**src/rtl/rmw_pkg.sv**
```systemverilog
package rmw_pkg;

  typedef enum logic [2:0] {
    ST_IDLE,
    ST_RD_ADDR,
    ST_RD_DATA,
    ST_WR_ADDR,
    ST_WR_DATA,
    ST_WR_RESP,
    ST_FINISH
  } rmwState_t;

  // strobes from control to datapath
  typedef struct packed {
    logic loadBase;   // new operation: capture base, clear counters and flags
    logic capBeat;    // accept one read beat
    logic sendBeat;   // one write beat accepted
    logic latchResp;  // write response accepted
  } ctlStrobes_t;

  localparam logic [1:0] BURST_INCR = 2'b01;

endpackage

```
**src/rtl/rmw_ctrl.sv**
```systemverilog
module rmw_ctrl
  import rmw_pkg::*;
(
  input  logic        clk,
  input  logic        rstN,
  input  logic        start,
  input  logic        arReady,
  input  logic        rValid,
  input  logic        awReady,
  input  logic        wReady,
  input  logic        bValid,
  input  logic        rdLast,
  input  logic        wrLast,
  output ctlStrobes_t stb,
  output logic        arValid,
  output logic        rReady,
  output logic        awValid,
  output logic        wValid,
  output logic        bReady,
  output logic        busRelease
);

  rmwState_t state, nextState;

  always_ff @(posedge clk) begin
    if (!rstN) state <= ST_IDLE;
    else       state <= nextState;
  end

  always_comb begin
    nextState = state;
    unique case (state)
      ST_IDLE:    if (start) nextState = ST_RD_ADDR;
      ST_RD_ADDR: if (arReady) nextState = ST_RD_DATA;
      ST_RD_DATA: if (rValid && rdLast) nextState = ST_WR_ADDR;
      ST_WR_ADDR: if (awReady) nextState = ST_WR_DATA;
      ST_WR_DATA: if (wReady && wrLast) nextState = ST_WR_RESP;
      ST_WR_RESP: if (bValid) nextState = ST_FINISH;
      ST_FINISH:  nextState = ST_IDLE;
      default:    nextState = ST_IDLE;
    endcase
  end

  assign arValid    = (state == ST_RD_ADDR);
  assign rReady     = (state == ST_RD_DATA);
  assign awValid    = (state == ST_WR_ADDR);
  assign wValid     = (state == ST_WR_DATA);
  assign bReady     = (state == ST_WR_RESP);
  assign busRelease = (state == ST_FINISH);

  assign stb.loadBase  = (state == ST_IDLE) && start;
  assign stb.capBeat   = rReady && rValid;
  assign stb.sendBeat  = wValid && wReady;
  assign stb.latchResp = bReady && bValid;

endmodule

```
**src/rtl/rmw_datapath.sv**
```systemverilog
module rmw_datapath
  import rmw_pkg::*;
#(
  parameter int ADDR_W  = 32,
  parameter int DATA_W  = 32,
  parameter int ID_W    = 4,
  parameter int BEATS   = 4,
  parameter int ADD_VAL = 2,
  parameter logic [ID_W-1:0] TXN_ID = 1
) (
  input  logic              clk,
  input  logic              rstN,
  input  ctlStrobes_t       stb,
  input  logic [ADDR_W-1:0] baseAddr,
  input  logic [ID_W-1:0]   rId,
  input  logic [DATA_W-1:0] rData,
  input  logic [1:0]        rResp,
  input  logic              rLast,
  input  logic [ID_W-1:0]   bId,
  input  logic [1:0]        bResp,
  output logic [ADDR_W-1:0] opAddr,
  output logic [DATA_W-1:0] wData,
  output logic              rdLast,
  output logic              wrLast,
  output logic              done,
  output logic [1:0]        respStatus,
  output logic              xferFault
);

  localparam int NBYTES = DATA_W / 8;
  localparam int CNT_W  = (BEATS > 1) ? $clog2(BEATS) : 1;
  localparam logic [CNT_W-1:0] LAST_IDX = CNT_W'(BEATS - 1);
  localparam logic [7:0] ADD_BYTE = 8'(ADD_VAL);

  logic [DATA_W-1:0] beatBuf [BEATS];
  logic [CNT_W-1:0]  rdCnt, wrCnt;
  logic              rdAnomaly;

  assign rdLast    = (rdCnt == LAST_IDX);
  assign wrLast    = (wrCnt == LAST_IDX);
  assign rdAnomaly = (rLast != rdLast) || (rResp != 2'b00) || (rId != TXN_ID);

  always_ff @(posedge clk) begin
    if (!rstN) begin
      opAddr     <= '0;
      rdCnt      <= '0;
      wrCnt      <= '0;
      done       <= 1'b0;
      respStatus <= 2'b00;
      xferFault  <= 1'b0;
    end else begin
      if (stb.loadBase) begin
        opAddr    <= baseAddr;
        rdCnt     <= '0;
        wrCnt     <= '0;
        done      <= 1'b0;
        xferFault <= 1'b0;
      end
      if (stb.capBeat) begin
        rdCnt <= rdCnt + 1'b1;
        if (rdAnomaly) xferFault <= 1'b1;
      end
      if (stb.sendBeat) wrCnt <= wrCnt + 1'b1;
      if (stb.latchResp) begin
        respStatus <= bResp;
        done       <= 1'b1;
        if (bId != TXN_ID) xferFault <= 1'b1;
      end
    end
  end

  for (genvar b = 0; b < BEATS; b++) begin : gBuf
    always_ff @(posedge clk) begin
      if (!rstN) beatBuf[b] <= '0;
      else if (stb.capBeat && rdCnt == CNT_W'(b)) beatBuf[b] <= rData;
    end
  end

  // per-byte add, each lane wraps on its own
  for (genvar k = 0; k < NBYTES; k++) begin : gLane
    assign wData[k*8 +: 8] = beatBuf[wrCnt][k*8 +: 8] + ADD_BYTE;
  end

endmodule

```
**src/rtl/rmw_burst_master.sv**
```systemverilog
module rmw_burst_master
  import rmw_pkg::*;
#(
  parameter int ADDR_W  = 32,
  parameter int DATA_W  = 32,
  parameter int ID_W    = 4,
  parameter int BEATS   = 4,
  parameter int ADD_VAL = 2,
  parameter logic [ID_W-1:0] TXN_ID = 1
) (
  input  logic                clk,
  input  logic                rstN,
  input  logic                start,
  input  logic [ADDR_W-1:0]   baseAddr,
  output logic                done,
  output logic                busRelease,
  output logic [1:0]          respStatus,
  output logic                xferFault,
  output logic [ID_W-1:0]     arId,
  output logic [ADDR_W-1:0]   arAddr,
  output logic [7:0]          arLen,
  output logic [2:0]          arSize,
  output logic [1:0]          arBurst,
  output logic                arValid,
  input  logic                arReady,
  input  logic [ID_W-1:0]     rId,
  input  logic [DATA_W-1:0]   rData,
  input  logic [1:0]          rResp,
  input  logic                rLast,
  input  logic                rValid,
  output logic                rReady,
  output logic [ID_W-1:0]     awId,
  output logic [ADDR_W-1:0]   awAddr,
  output logic [7:0]          awLen,
  output logic [2:0]          awSize,
  output logic [1:0]          awBurst,
  output logic                awValid,
  input  logic                awReady,
  output logic [DATA_W-1:0]   wData,
  output logic [DATA_W/8-1:0] wStrb,
  output logic                wLast,
  output logic                wValid,
  input  logic                wReady,
  input  logic [ID_W-1:0]     bId,
  input  logic [1:0]          bResp,
  input  logic                bValid,
  output logic                bReady
);

  localparam logic [7:0] LEN_CODE  = 8'(BEATS - 1);
  localparam logic [2:0] SIZE_CODE = 3'($clog2(DATA_W / 8));

  ctlStrobes_t       stb;
  logic              rdLast, wrLast;
  logic [ADDR_W-1:0] opAddr;

  rmw_ctrl u_ctrl (
    .clk, .rstN, .start, .arReady, .rValid, .awReady, .wReady, .bValid,
    .rdLast, .wrLast, .stb, .arValid, .rReady, .awValid, .wValid, .bReady,
    .busRelease
  );

  rmw_datapath #(
    .ADDR_W(ADDR_W), .DATA_W(DATA_W), .ID_W(ID_W), .BEATS(BEATS),
    .ADD_VAL(ADD_VAL), .TXN_ID(TXN_ID)
  ) u_dp (
    .clk, .rstN, .stb, .baseAddr, .rId, .rData, .rResp, .rLast, .bId, .bResp,
    .opAddr, .wData, .rdLast, .wrLast, .done, .respStatus, .xferFault
  );

  assign arId    = TXN_ID;
  assign arAddr  = opAddr;
  assign arLen   = LEN_CODE;
  assign arSize  = SIZE_CODE;
  assign arBurst = BURST_INCR;
  assign awId    = TXN_ID;
  assign awAddr  = opAddr;
  assign awLen   = LEN_CODE;
  assign awSize  = SIZE_CODE;
  assign awBurst = BURST_INCR;
  assign wStrb   = '1;
  assign wLast   = wValid && wrLast;

endmodule

```
**config.mk**
```make
export PLATFORM = sky130hd
export DESIGN_NAME = rmw_burst_master
export DESIGN_NICKNAME = d
export VERILOG_FILES = /design/src/rtl/rmw_pkg.sv /design/src/rtl/rmw_ctrl.sv /design/src/rtl/rmw_datapath.sv /design/src/rtl/rmw_burst_master.sv
export SDC_FILE = /design/constraint.sdc
export NUM_CORES = 1
export LEC_CHECK = 0
export ABC_AREA = 1
export BUFFER_PORTS_ARGS = -buffer_cell sky130_fd_sc_hd__buf_2
export CORE_MARGIN = 2
export CORE_UTILIZATION = 55
export CTS_CLUSTER_DIAMETER = 150
export DETAILED_ROUTE_END_ITERATION = 10
export PLACE_DENSITY = 0.79
export SLEW_MARGIN = 10
export SYNTH_ARGS = -nofsm -noshare
export SYNTH_HDL_FRONTEND = slang
export SYNTH_SLANG_ARGS = --single-unit
```
**constraint.sdc**
```tcl
create_clock -name clk -period 10.8 [get_ports clk]
set_input_delay 1.08 -clock clk [delete_from_list [all_inputs] [get_ports clk]]
set_output_delay 1.08 -clock clk [all_outputs]
set_load 0.05 [all_outputs]
```
# Yosys cells after proc, flatten, opt, wreduce, memory -nomap -nowiden
# Memory sizes are Yosys's and may differ from the RTL's. A register that Yosys moved wholly into a read port is not among the register bits.
# Index checks and enable logic that the tools add are counted.
[totals]
regBits = 43
ram_bits = 128
inputBits = 85
output_inout_bits = 145
wordCells = 93
n_memories = 1
[op_classes]
n_addsub = 6
eq_ne = 19
n_mux = 36
bitwise = 4
reduce_logical = 20
[memory_table]
columns = ["memory", "depth", "word_bits", "read_ports", "rd_ports_with_merged_regs", "wr", "line", "rtl"]
rows = [
  ["u_dp.beatBuf", 4, 32, 1, 1, 4, "rmw_datapath.sv:35", "logic [DATA_W-1:0] beatBuf [BEATS];"],
]
[op_table]
columns = ["op", "n"]
rows = [
  ["32-bit 2-to-1 mux", 4],
  ["8-bit by 2-bit adder with 8-bit output, second input constant", 4],
  ["1-bit 2-to-1 mux", 20],
  ["3-bit 2-to-1 mux", 6],
  ["3-bit case mux with 6 select lines", 1],
  ["1-bit logical AND", 11],
  ["2-bit 2-to-1 mux", 5],
  ["3-bit == test, second input constant", 3],
  ["4-bit by 1-bit != test with 1-bit output, second input constant", 2],
  ["2-bit nonzero test", 4],
  ["2-bit == test, second input constant", 3],
  ["3-bit by 2-bit == test with 1-bit output, second input constant", 2],
  ["2-bit by 1-bit != test with 1-bit output, second input constant", 3],
  ["2-bit != test, second input constant", 3],
  ["6-bit AND reduction", 1],
  ["2-bit by 1-bit adder with 2-bit output, second input constant", 2],
  ["1-bit OR", 4],
  ["3-bit by 1-bit == test with 1-bit output, second input constant", 1],
  ["3-bit logical NOT", 1],
  ["2-bit by 1-bit == test with 1-bit output, second input constant", 1],
  ["2-bit logical NOT", 1],
  ["1-bit logical OR", 2],
  ["1-bit != test", 1],
]

# Logic depth before layout (Yosys ltp)
# Gate-level depths: netlist of run 1.
[depth]
depth_word = 8
mapped_depth = 11
ltp_nobuf = 9

# Hierarchy
# A second synthesis of run 1 with hierarchy kept.
[unflattened]
cells_unflattened = 1029
area_unflattened_um2 = 8774.7
[modules_own_cells]
columns = ["mod", "n_inst", "cells_each", "area_per_inst_um2", "seq_area_each_um2"]
rows = [
  ["rmw_datapath", 1, 896, 7887.6, 4684.5],
  ["rmw_burst_master", 1, 74, 540.5, 0.0],
  ["rmw_ctrl", 1, 59, 346.6, 60.1],
]

# Worst setup path before layout of run 1
# No wires, ideal clock.
[synth_timing]
kind = "in2reg"
from = "input port rValid"
to = "memory u_dp.beatBuf[3][0] (enable)"
setup_time_ns = 0.466
arrival_ns = 3.436
required_ns = 10.334
path_slack_ns = 6.899
stages = 2
path_buffers = 0
cell_sequence = "nand2_1 o21ai_0"
[synth_lines]
columns = ["item", "line", "rtl"]
rows = [
  ["start, declared", "rmw_burst_master.sv:30", "input logic rValid,"],
  ["end, declared", "rmw_datapath.sv:35", ""],
]

==> results of run 1 <==
per-layer routing:
metal	vias to the layer above	part of all wire (%)	GRT usage [%]
met5	-	0	0
met4	0	2.8	9.974
met3	41	7.6	4.823
met2	329	52	41.99
met1	3087	38	27.46
li1	3246	-	-
power by group through the flow:
stage / clock [µW] / sequential [µW] / combinational, µW
final: 632 / 837 / 771
after global routing: 664 / 846 / 816
after CTS: 636 / 836 / 773
after detailed placement: 0 / 847 / 772
after global placement: 0 / 847 / 762
after floorplan: 0 / 974 / 537
cell families (layout without fill, tap and decap cells):
logic type | after synthesis | after routing
DFF | 173 | 173
buffers and inverters | 217 | 332
other | 2 | 38
xor gates and xnor gates | 13 | 13
AOI/OAI and AO/OA | 98 | 98
adders and majority gates | 9 | 9
and+or+nand+nor | 445 | 445
sequential cells by signal (all words and copies together), names as in the netlist, named ones only:
signal / flops
u_ctrl.state: 3
u_dp.xferFault: 1
u_dp.done: 1
u_dp.beatBuf: 128
u_dp.wrCnt: 2
u_dp.opAddr: 32
u_dp.rdCnt: 2
u_dp.respStatus: 2
worst paths after layout:
kind	startpoint	to	slack, ns	cells past startpoint
max reg2reg	u_ctrl.state[2]	u_dp.beatBuf[0][14]	8.86	8
min reg2reg	u_dp.opAddr[13]	u_dp.opAddr[13]	0.46	2
min	u_dp.opAddr[13]	u_dp.opAddr[13]	0.46	2
max	register	wData[5]	6.67	10
metrics by stage:
stage / setup slack, ns / util [%] / area (µm²) / hold slack (ns) / total power [µW]
after floorplan: 6.899 / - / 8702 / 0.4414 / 1511
after global placement: 7.160 / 60.01 / 9123 / 0.4425 / 1609
after detailed placement: 7.105 / 60.01 / 9123 / 0.4471 / 1619
after CTS: 6.601 / 64.12 / 9748 / 0.4600 / 2245
after global routing: 6.419 / 64.12 / 9748 / 0.4747 / 2326
final: 6.671 / 64.12 / 9748 / 0.4602 / 2240
Yosys cell counts (9+ instances only):
cell | n | share of area (%)
ha_1 | 9 | 1.3
a21oi_1 | 42 | 2.5
buf_6 | 14 | 1.8
o21ai_0 | 48 | 2.8
dfxtp_1 | 45 | 11
nand2_1 | 183 | 8.0
clkbuf_1 | 11 | 0.48
nor2_1 | 174 | 7.6
buf_2 | 13 | 0.76
edfxtp_1 | 128 | 45
inv_1 | 96 | 4.2
nand4_1 | 9 | 0.66
nand3_1 | 66 | 3.9
buf_4 | 75 | 6.6
final cells by class:
cell class,count,area [µm²],area share (%)
Tap cell,188,235.2,2.413
Multi-Input combinational cell,603,2743,28.14
Timing Repair Buffer,198,1008,10.35
Inverter,102,390.4,4.005
Sequential cell,173,4746,48.68
Clock buffer,29,583.1,5.981
Clock inverter,3,42.54,0.4364
worst max-delay path, stage by stage (launching register included):
cell,delay [ns]
dfxtp_2,0.31
buf_4,0.51
inv_4,0.44
nor2_1,0.20
nor2_1,0.05
o21ai_0,0.10
nand2_1,0.16
ha_1,0.27
nand2_1,0.11
xor2_1,0.18
buf_2,0.29
==> results.yml, run 1 <==
global_route:
  grt-ovfl-total: 0
  antenna_found_initial: 0
  grt_usage_pct: 23.48
  grt_pass1_wl_um: 29930
  grt_max_degree: 71
  grt_pass1_vias: 6150
yosys:
  yosysSeqAreaShare_pct: 55.38
  synth.distinct_cells: 30
  yosysWarnings: 0
  synth_top_family_by_area: "simple AND/OR/NAND/NOR gates"
  syn-cell-area_um2: 8567
  synth-edff-count: 128
  synth-adder-area-share_pct: 1.314
  synth_compound_area_share_pct: 5.900
  ys_ff_latch: 173
  async_reset_ff_share_pct: 0
  synth.avg_cell_area_um2: 8.952
  ys.flop_type: "edfxtp_1"
  postSynthCellCount: 957
  synthMuxAreaShare_pct: 0
  yosys.area_share.simple_pct: 21.67
  synth-xor-area-share_pct: 1.329
critical_path:
  critical_path_class: "reg -> out"
  path_max_fanout: 68
  end_kind: "output pin"
  start_kind: "register"
  crit_arrival_ns: 3.05
  required_ns: 9.72
clock_network:
  clkTransAtPathRegs_ns: 0.06
  clock_latency_ns: 0.42
  cts_resized: 0
  cts.sinks: 173
  ctsHtreeMaxLevel: 4
  cts_post_setup_buffers_inserted: 0
  cts_tree: "yes"
  clock_path_buffers: 2
  cts_buffers: 17
  clock-root-buffer: "clkbuf_16"
  holdBufCountCts: 0
sta:
  skew_ns: 0.006583
  clock.fmax_mhz: 242.2
  drv_slew: 0
  relSlewSlack_pct: 46.82
  setup_viol: 0
  hold_viol: 0
  period_share_pct: 38.23
  fin_crit_ns: 4.129
  rsz0062_at_grt: "false"
  fin_tns_setup_ns: 0
  worstMarginPinSlew_ns: 0.7976
routing:
  dr.pass1.iters: 4
  drt-total-wl_um: 19420
  routedWlPerCell_um: 14.99
  drcViolationCount: 0
  drt_iter0_drc: 518
  num_vias: 6703
  ant_nets: 0
  post_drt_via_cell_ratio: 5.172
power_and_ir_drop:
  max-vdd-ir-drop_uv: 200.8
  switchingPower_uw: 907.9
  leakagePower_uw: 0.004577
  netSwitchingFraction_pct: 40.52
  powerDensity_nw_per_um2: 229.8
  intPower_uw: 1333
  comb_power_share_pct: 34.4
  clock_power_share_pct: 28.2
  pwr-share-seq_pct: 37.4
floorplan:
  die_h_um: 128.8
  die-area_um2: 16590
  start_util_pct: 56.35
  dieWidth_um: 128.8
  boundaryPins: 230
  core_area_um2: 15200
  fp-row-count: 45
final_layout:
  nets: 1189
  diodes: 0
  layout_commonest_cell: "buf_2"
  final.fill_count: 1298
  areaGrowthSynthToFinish_pct: 13.79
  fin_cells: 1296
  drive_gt1_share_pct: 21.93
  layout_common_cells: "buf_2 (191), nand2_1 (183), nor2_1 (174)"
placement:
  port-buffer-count: 191
  dp_cells: 1264
  place.detailed.hpwl_um: 12210
  gp_congestion: 0.8585
job:
  maxCapViolations: 0
hold_path:
  hold_path_class: "reg -> reg"
status:
  status: "completed"
No activity file was read; power rests on OpenSTA's default activity.
==> run 2, diff against run 1 <==
--- a/config.mk
+++ b/config.mk
@@ -5,13 +5,13 @@
 export SDC_FILE = /design/constraint.sdc
 export NUM_CORES = 1
 export LEC_CHECK = 0
-export ABC_AREA = 1
+export ABC_AREA = 0
 export BUFFER_PORTS_ARGS = -buffer_cell sky130_fd_sc_hd__buf_2
 export CORE_MARGIN = 2
-export CORE_UTILIZATION = 55
+export CORE_UTILIZATION = 48
 export CTS_CLUSTER_DIAMETER = 150
 export DETAILED_ROUTE_END_ITERATION = 10
-export PLACE_DENSITY = 0.79
+export PLACE_DENSITY = 0.73
 export SLEW_MARGIN = 10
 export SYNTH_ARGS = -nofsm -noshare
 export SYNTH_HDL_FRONTEND = slang
==> constraint.sdc (replaced) <==
create_clock -name clk -period 3.5 [get_ports clk]
set_input_delay 0.35 -clock clk [delete_from_list [all_inputs] [get_ports clk]]
set_output_delay 0.35 -clock clk [all_outputs]
set_load 0.05 [all_outputs]
==> run 2 against run 1 <==
Effect of this change: cell count is 19% lower; utilization is 8.0 points lower; non-clock buffer count is 6 higher; sequential power grew to 3.0 times the previous value; routed wire length is 12% lower; synthesized cell count is 31% lower; first-iteration DRC count is 69% lower; worst setup slack worse by 6.2 ns; clock power grew to 2.9 times the previous value; critical endpoint is now wData[15]; largest power group unchanged.
==> results.yml, run 2 <==
status:
  status: "completed"
routing:
  drcViolationCount: 0
  ant_nets: 0
  drt_iter0_drc: 159
  dr.pass1.iters: 4
  drt-total-wl_um: 17090
  routedWlPerCell_um: 16.23
  post_drt_via_cell_ratio: 4.956
  num_vias: 5219
global_route:
  grt_usage_pct: 18.75
  grt_pass1_vias: 5060
  use_met2_pct: 33.89
  antenna_found_initial: 0
  grt-ovfl-total: 0
  busiest_layer: "met2"
  grtUsageMet3_pct: 4.437
  grt_pass1_wl_um: 26140
  grt_max_degree: 39
  grtUsageMet1_pct: 22.04
sta:
  worstMarginPinSlew_ns: 0.5404
  fin_tns_setup_ns: 0
  fin_crit_ns: 3.041
  clock.fmax_mhz: 328.8
  hold_viol: 0
  setup_viol: 0
  drv_slew: 0
  skew_ns: 0.005259
  rsz0062_at_grt: "false"
  period_share_pct: 86.90
  relSlewSlack_pct: 63.92
yosys:
  async_reset_ff_share_pct: 0
  synth_top_area_share_pct: 46.02
  yosys.area_share.simple_pct: 17.53
  syn-cell-area_um2: 8352
  synth-adder-area-share_pct: 1.348
  postSynthCellCount: 661
  synth_top_family_by_area: "simple AND/OR/NAND/NOR gates"
  yosysWarnings: 0
  synth_compound_area_share_pct: 3.266
  synth-edff-count: 128
  synth.avg_cell_area_um2: 12.64
  ys_ff_latch: 173
  synth_top_cell_by_area: "edfxtp_1"
  synth.distinct_cells: 48
  yosysSeqAreaShare_pct: 56.81
  netlist_top_cells_area: "edfxtp_1 (46%), dfxtp_1 (11%), and2_1 (9.7%), buf_4 (6.8%), mux4_2 (6.7%)"
  synthMuxAreaShare_pct: 9.318
  ys.flop_type: "edfxtp_1"
  synth_common_cells: "and2_1 (130), edfxtp_1 (128), nand2_1 (85)"
  yosysMostFrequentCell: "and2_1"
  synth-xor-area-share_pct: 2.202
critical_path:
  required_ns: 3.15
  start_kind: "register"
  critical-path-max-stage-delay_ns: 0.60
  cp_cell_sequence: "buf_4 -> mux4_2 -> ha_1 -> nand3_1 -> nor2_1 -> xor2_1 -> buf_2"
  path_max_fanout: 18
  path_delay_family: "buffers and inverters"
  critical_path_class: "reg -> out"
  crit_buf_inv: 2
  cpMaxStageDelayCell: "mux4_2"
  end_kind: "output pin"
  crit_arrival_ns: 2.69
power_and_ir_drop:
  pwr-share-seq_pct: 41.7
  comb_power_share_pct: 28.0
  clock_power_share_pct: 30.3
  leakagePower_uw: 0.004115
  intPower_uw: 3827
  powerDensity_nw_per_um2: 623.8
  switchingPower_uw: 2182
  max-vdd-ir-drop_uv: 418.8
  netSwitchingFraction_pct: 36.31
final_layout:
  multiInputGateArea_um2: 2954
  nets: 909
  fin_util_pct: 56.08
  drive_gt1_share_pct: 33.01
  largest-register: "u_dp.beatBuf"
  seqCellArea_um2: 4746
  layout_common_cells: "buf_2 (191), and2_1 (130), edfxtp_1 (128)"
  top_regs: "u_dp.beatBuf x128, u_dp.opAddr x32, u_ctrl.state x3"
  layout_commonest_cell: "buf_2"
  largest_reg_flops: 128
  areaGrowthSynthToFinish_pct: 15.33
  final.fill_count: 1436
clock_network:
  clock_path_buffers: 2
  cts_post_setup_buffers_inserted: 0
  cts_buffers: 17
  cts_resized: 0
  clock_latency_ns: 0.42
  cts.sinks: 173
  cts_tree: "yes"
  ctsHtreeMaxLevel: 4
  holdBufCountCts: 0
  clock-root-buffer: "clkbuf_16"
  clkTransAtPathRegs_ns: 0.06
hold_path:
  hold_path_class: "in -> reg"
floorplan:
  dieWidth_um: 135.9
  die-area_um2: 18470
  core_area_um2: 17180
  boundaryPins: 230
  start_util_pct: 48.62
  die_h_um: 135.9
  fp-row-count: 48
job:
  maxCapViolations: 0
placement:
  place.detailed.hpwl_um: 11290
  port-buffer-count: 191
  gp_congestion: 0.7691
[run 2: changes by cell type after synthesis, sizes merged, moves of 32 or more]
cell / change
nor2: -166
mux4: +32
o21ai: -48
nand3: -59
and2: +130
inv: -95
nand2: -100
[run 2: layout make-up]
| cell class | count | share of cell area (%) |
|---|---|---|
| tap | 225 | 2.923 |
| clock inverter | 14 | 1.481 |
| sequential | 173 | 49.27 |
| multi-input combinational | 412 | 30.67 |
| clock buffer | 17 | 4.417 |
| inverter | 7 | 0.2728 |
| timing repair buffer | 204 | 10.94 |
| antenna | 1 | 0.02598 |
[run 2: metrics by stage]
stage                     area, µm²  hold slack (ns)  power (µW)  setup slack [ns]  cells
after floorplan                8487           0.4645        4002            0.8769    697
after global placement         9061           0.4430        4232            0.9046   1021
after detailed placement       9061           0.4523        4241            0.8367   1021
after CTS                      9629           0.1409        6055            0.3761   1052
after global routing           9629           0.1526        6238            0.2710   1052
final                          9632           0.1580        6008            0.4585   1053
[run 2: worst paths after layout]
| path | start | end | slack (ns) | cells past startpoint |
|---|---|---|---|---|
| setup / recovery | register | wData[15] | 0.46 | 7 |
| hold / removal | bResp[0] | u_dp.respStatus[0] | 0.16 | 3 |
| setup reg to reg | u_ctrl.state[1] | u_dp.beatBuf[0][24] | 1.15 | 5 |
| hold reg to reg | u_dp.done | u_dp.done | 0.46 | 2 |
[run 2: power by group through the flow]
| stage | Combinational [µW] | Clock [µW] | Sequential [µW] |
|---|---|---|---|
| after floorplan | 1250 | 0 | 2750 |
| after global placement | 1690 | 0 | 2540 |
| after detailed placement | 1700 | 0 | 2550 |
| after CTS | 1700 | 1850 | 2510 |
| after global routing | 1770 | 1940 | 2530 |
| final | 1680 | 1820 | 2510 |
[run 2: cell families (layout without fill, tap and decap cells)]
logic type               count (synthesis)  count (layout)
AND/OR/NAND/NOR                        261             261
flip-flops                             173             173
buffers and inverters                  112             242
AO/OA/AOI/OAI                           48              48
multiplexers                            35              35
XOR/XNOR                                21              21
adder cells (fa/ha/maj)                  9               9
other                                    2              39
[run 2: routing by layer]
layer / wire length (µm) / part of all wire, %
met5: 0 / 0
met4: 257 / 1.5
met3: 1008 / 5.9
met2: 8980 / 53
met1: 6846 / 40
[run 2: worst register-to-register path: stages (launching register included)]
cell and delay [ns]:
dfxtp_1 0.64, nor3b_4 0.33, and2_1 0.41, nand2_1 0.10
nand2_1 0.07, buf_4 0.43
